File: src/rtl/rx_stat_pkg.sv
package rx_stat_pkg;
   localparam int STAT_W    = 8;
   localparam int CNT_FLD_W = 4;
   localparam int CNT_MAX   = (1 << CNT_FLD_W) - 1;

   typedef struct packed {
      logic                 err;
      logic                 setup;
      logic                 tog;
      logic                 last;
      logic [CNT_FLD_W-1:0] cnt;
   } rx_word_t;
endpackage

File: src/rtl/rx_stat_fmt.sv
module rx_stat_fmt
   import rx_stat_pkg::*;
#(
   parameter int FIFO_CNT_W = 7,
   parameter bit ISO_EN     = 1'b1
) (
   input  logic                  err,
   input  logic                  setup,
   input  logic                  tog,
   input  logic                  iso,
   input  logic [FIFO_CNT_W-1:0] bytes,
   output rx_word_t              word
);
   localparam int WIDE = (FIFO_CNT_W > CNT_FLD_W) ? 1 : 0;

   logic                 last_c;
   logic [CNT_FLD_W-1:0] cnt_c;

   if (FIFO_CNT_W < 1) begin : g_bad_w
      $error("FIFO_CNT_W must be at least 1");
   end

   if (WIDE == 1) begin : g_sat
      always_comb begin
         if (bytes > FIFO_CNT_W'(CNT_MAX)) cnt_c = CNT_FLD_W'(CNT_MAX);
         else                              cnt_c = bytes[CNT_FLD_W-1:0];
      end
   end else begin : g_narrow
      assign cnt_c = CNT_FLD_W'(bytes);
   end

   if (ISO_EN) begin : g_iso
      assign last_c = iso | ~err;
   end else begin : g_noiso
      logic unused_iso;
      assign unused_iso = iso;
      assign last_c     = ~err;
   end

   always_comb begin
      word.err   = err;
      word.setup = setup;
      word.tog   = tog;
      word.last  = last_c;
      word.cnt   = cnt_c;
   end
endmodule

File: src/rtl/rx_stat_queue.sv
module rx_stat_queue
   import rx_stat_pkg::*;
(
   input  logic     clk,
   input  logic     rst_n,
   input  logic     push,
   input  rx_word_t push_word,
   input  logic     pop,
   output rx_word_t head,
   output logic     head_full,
   output logic     tail_full
);
   rx_word_t slot0, slot1;
   logic     full0, full1;

   always_ff @(posedge clk) begin
      if (!rst_n) begin
         slot0 <= '0;
         slot1 <= '0;
         full0 <= 1'b0;
         full1 <= 1'b0;
      end else if (pop && full1) begin
         slot0 <= slot1;
         full0 <= 1'b1;
         if (push) begin
            slot1 <= push_word;
            full1 <= 1'b1;
         end else begin
            full1 <= 1'b0;
         end
      end else if (pop) begin
         if (push) begin
            slot0 <= push_word;
            full0 <= 1'b1;
         end else begin
            slot0.err   <= 1'b0;
            slot0.setup <= 1'b0;
            slot0.tog   <= 1'b0;
            slot0.last  <= 1'b0;
            full0       <= 1'b0;
         end
      end else if (push) begin
         if (full0) begin
            slot1 <= push_word;
            full1 <= 1'b1;
         end else begin
            slot0 <= push_word;
            full0 <= 1'b1;
         end
      end
   end

   assign head      = slot0;
   assign head_full = full0;
   assign tail_full = full1;

   AST_POP_ORDER: assert property (@(posedge clk) disable iff (!rst_n)
      pop && full1 |=> slot0 == $past(slot1));
   AST_IDLE_CLEAR: assert property (@(posedge clk) disable iff (!rst_n)
      !full0 |-> (!slot0.err && !slot0.setup && !slot0.tog && !slot0.last));
   AST_TAIL_NEEDS_HEAD: assert property (@(posedge clk) disable iff (!rst_n)
      full1 |-> full0);
   AST_NEWEST_REPLACED: assert property (@(posedge clk) disable iff (!rst_n)
      push && !pop && full1 |=> full1 && slot1 == $past(push_word) && $stable(slot0));
   AST_SAME_CYCLE: assert property (@(posedge clk) disable iff (!rst_n)
      push && pop && !full1 |=> full0 && slot0 == $past(push_word));
endmodule

File: src/rtl/rx_stat_dual.sv
module rx_stat_dual
   import rx_stat_pkg::*;
#(
   parameter int FIFO_CNT_W = 7,
   parameter bit ISO_EN     = 1'b1
) (
   input  logic                  clk,
   input  logic                  rst_n,
   input  logic                  evt_valid,
   input  logic                  evt_err,
   input  logic                  evt_setup,
   input  logic                  evt_toggle,
   input  logic                  evt_iso,
   input  logic [FIFO_CNT_W-1:0] evt_bytes,
   input  logic                  rd_stb,
   output logic [STAT_W-1:0]     status
);
   rx_word_t new_word, head;
   logic     head_full, tail_full;

   if ($bits(rx_word_t) != STAT_W) begin : g_bad_layout
      $error("status word layout must be STAT_W bits");
   end

   rx_stat_fmt #(.FIFO_CNT_W(FIFO_CNT_W), .ISO_EN(ISO_EN)) fmt_i (
      .err   (evt_err),
      .setup (evt_setup),
      .tog   (evt_toggle),
      .iso   (evt_iso),
      .bytes (evt_bytes),
      .word  (new_word)
   );

   rx_stat_queue q_i (
      .clk       (clk),
      .rst_n     (rst_n),
      .push      (evt_valid),
      .push_word (new_word),
      .pop       (rd_stb),
      .head      (head),
      .head_full (head_full),
      .tail_full (tail_full)
   );

   assign status = head;

   AST_CNT_SAT: assert property (@(posedge clk) disable iff (!rst_n)
      evt_valid && !head_full && (evt_bytes > FIFO_CNT_W'(CNT_MAX)) |=> status[3:0] == 4'hF);
   AST_ERR_NO_ACK: assert property (@(posedge clk) disable iff (!rst_n)
      evt_valid && !head_full && !evt_iso && evt_err |=> status[7] && !status[4]);
   AST_TOGGLE_BIT: assert property (@(posedge clk) disable iff (!rst_n)
      evt_valid && !head_full |=> status[5] == $past(evt_toggle));
   AST_FLAGS_NEED_DATA: assert property (@(posedge clk) disable iff (!rst_n)
      !head_full |-> status[7:4] == 4'h0);
endmodule

File: config.mk
export PLATFORM = sky130hd
export DESIGN_NAME = rx_stat_dual
export DESIGN_NICKNAME = d
export VERILOG_FILES = /design/src/rtl/rx_stat_pkg.sv /design/src/rtl/rx_stat_fmt.sv /design/src/rtl/rx_stat_queue.sv /design/src/rtl/rx_stat_dual.sv
export SDC_FILE = /design/constraint.sdc
export NUM_CORES = 1
export LEC_CHECK = 0
export ABC_AREA = 1
export BUFFER_PORTS_ARGS = -buffer_cell sky130_fd_sc_hd__buf_2
export CELL_PAD_IN_SITES_DETAIL_PLACEMENT = 1
export CELL_PAD_IN_SITES_GLOBAL_PLACEMENT = 1
export CORE_UTILIZATION = 37
export DETAILED_ROUTE_END_ITERATION = 16
export GPL_TIMING_DRIVEN = 0
export HOLD_SLACK_MARGIN = 0.02
export PLACE_DENSITY = 0.84
export SLEW_MARGIN = 10
export SYNTH_ARGS = -nofsm -noshare
export SYNTH_HDL_FRONTEND = slang
export SYNTH_SLANG_ARGS = --single-unit
export TNS_END_PERCENT = 10
File: constraint.sdc
create_clock -name clk -period 2.5 [get_ports clk]
set_input_delay 0.5 -clock clk [delete_from_list [all_inputs] [get_ports clk]]
set_output_delay 0.5 -clock clk [all_outputs]
set_load 0.01 [all_outputs]
==> results.tsv <==
metric	value	unit
CORE AREA	0.002255	sq mm
H-Tree Depth	1	
Vias	933	
R2R Path End	q_i.head[3]	
length in cells of the worst reg-to-reg path	7	
# setup viols final	0	
xor/xnor cell area share of the yosys netlist	0	%
WS Path Type	flop to primary output	
post-layout net count	188	
Initial DRC Count	12	
Post-Synth Simple-Gate Area	35.64	%
Hold Startpoint	evt_setup	
gr usage total	20.17	%
worst hold endpoint	q_i.head[6]	
CP Buf/Inv Count	1	
Post-Synthesis Mean Instance Area	6.137	sq um
first-pass GRT wire length	3.870	mm
setup TNS	0	ns
Crit path max-delay family	flip-flops	
clk buf depth	2	
wire length on met3	62	microns
startpoint types	flop	
Max Slew Vio Count	0	
Die X	51.38	microns
syn_nets	162	
Leakage	0.5873	nW
max cap viols	0	
Fmax	782.4	MHz
post-route ant nets	0	
Post-CTS Resized	0	
Largest stage delay, worst path	0.36	ns
maximum vdd drop	0.2963	mV
Synth Area in Adders	0	%
sequential share of the synthesized area	39.94	%
Pre-antenna DRT Iters	4	
Starting Density	40.01	%
Worst Hold Class	input pin to flop	
reg2reg start	q_i.tail_full	
mux contribution to synthesized area	0	%
top-area cell type share of the netlist area	39.94	%
WP data required	2.00	ns
TritonCTS Sinks	18	
I/O pins	23	
crit-path max FO	2	
status	finished, final reports clean	
die area	0.002639	sq mm
Final Hold Viols	0	
Worst-path clk slew	0.10	ns
Synth cell types	15	
WP data arrival	0.78	ns
drt wl/cell	11.43	microns
DRC errors left	0	
share of layout cells above drive strength 1	18.71	%
Rows	17	
synthesized cell area	902.1	sq um
worst clock skew	0.004348	ns
flop-to-flop setup slack	1.30	ns
routed vias/inst	4.688	
Synth Area in Compound Gates	8.877	%
shortest period the worst path allows	1.278	ns
Detailed Route WL	2.274	mm
dpl hpwl	1.736	mm
ranking of synthesized cells by area	dfxtp_1, nand2_1, inv_1	
# diodes	0	
initial antenna violation count	0	
Crit-path slowest cell	dfxtp_1	
final RePlAce weighted congestion	0.7480	
placed cell count	196	
I/O Buffers	21	
pin count of the biggest net entering global routing	11	
largest family of logic cells by synthesized area	simple AND/OR/NAND/NOR gates	
Filler cells	336	
crit-path cells	buf_2	
RSZ-0062 raised after global routing	false	
Die Y	51.38	microns
Rel. slew slack	68.26	%
Hold Path Stages	3	
Post-CTS Setup Bufs	0	
non-filler cells, final	199	
area delta synth->final	18.03	%
CP endpoint kind	primary output	
area leader, netlist	dfxtp_1	
#FFs+latches synth	18	
Cell Pwr Density	526.9	mW/mm^2
wire length on met1	1.067	mm
total CTS buffers	3	
clock latency on the worst-skew pair	0.29	ns
vias in the first global route	929	
total number of yosys warnings	0	
Gate Count Post-Synth	147	
final period utilization	51.12	%
CTS tree	done	
met2 routed wirelength	1.100	mm
Root Buffer	clkbuf_4	
gr ovfl total	0	
CTS Hold Bufs	0	
max layer used	met4	
Least-Margin Pin Slew	0.4761	ns
## synthesized netlist by cell type
cell	number
clkbuf_1	1
inv_1	29
inv_2	1
buf_6	1
nand2_2	3
nand3_1	8
buf_4	1
dfxtp_1	18
o21ai_0	2
o21ai_1	1
nand2_1	40
buf_2	1
nor2_1	27
nand2_4	1
a21oi_1	13
## cells in the final DEF (no fill, tap or decap), drive strengths merged
cell type  Yosys  layout
a21oi         13      13
buf            3      24
clkbuf         1       4
dfxtp         18      18
inv           30      30
nand2         44      44
nand3          8       8
nor2          27      27
o21ai          3       3
## kinds of logic after synthesis
logic type | after synthesis
compound gates | 16
buf+inv | 34
flops | 18
simple gates | 79
## layout make-up
type	count	area (sq um)	area share, %
buffer	4	27.53	2.585
clock buffer	3	22.52	2.115
inverter	30	112.6	10.58
multi-input combinational	95	401.6	37.72
sequential	18	360.3	33.84
tap	28	35.03	3.290
timing repair buffer	21	105.1	9.871
## per-layer routing
layer	vias to the layer above	global-route usage, %
met3	6	4.167
met2	15	33.98
li1	481	-
met5	-	0
met4	0	11.26
met1	431	23.47
## how the worst max path moves through the flow
stage                     cells after the start     startpoint     endpoint
final                                         1    q_i.head[2]    status[2]
after global routing                          7  q_i.tail_full  q_i.head[1]
after CTS                                     1    q_i.head[6]    status[6]
after detailed placement                      8         rd_stb  q_i.head[3]
after global placement                        8         rd_stb  q_i.head[0]
after floorplan                               8      evt_valid  q_i.head[0]
## through the flow
step / power (mW) / util (%) / hold WS [ns] / area (sq um) / worst slack, ns
2_1_floorplan: 0.3850 / - / 0.4390 / 902.1 / 1.300
3_3_place_gp: 0.4181 / 46.23 / 0.4477 / 1042 / 1.072
3_5_place_dp: 0.4254 / 46.23 / 0.4544 / 1042 / 1.046
4_1_cts: 0.5701 / 47.23 / 0.4559 / 1065 / 1.224
5_1_grt: 0.6021 / 47.23 / 0.4564 / 1065 / 1.151
6_report: 0.5610 / 47.23 / 0.4599 / 1065 / 1.222
## state kept, by name (all words and copies together), names as in the netlist
signal,count
q_i.tail_full,1
q_i.head,8
q_i.head_full,1
q_i.slot1,8
## report_power, final
part           switching (mW)  internal, mW
sequential            0.00825         0.306
clock                  0.0874        0.0559
combinational          0.0648        0.0391
Note: power is estimated with default switching activity, not from simulation.
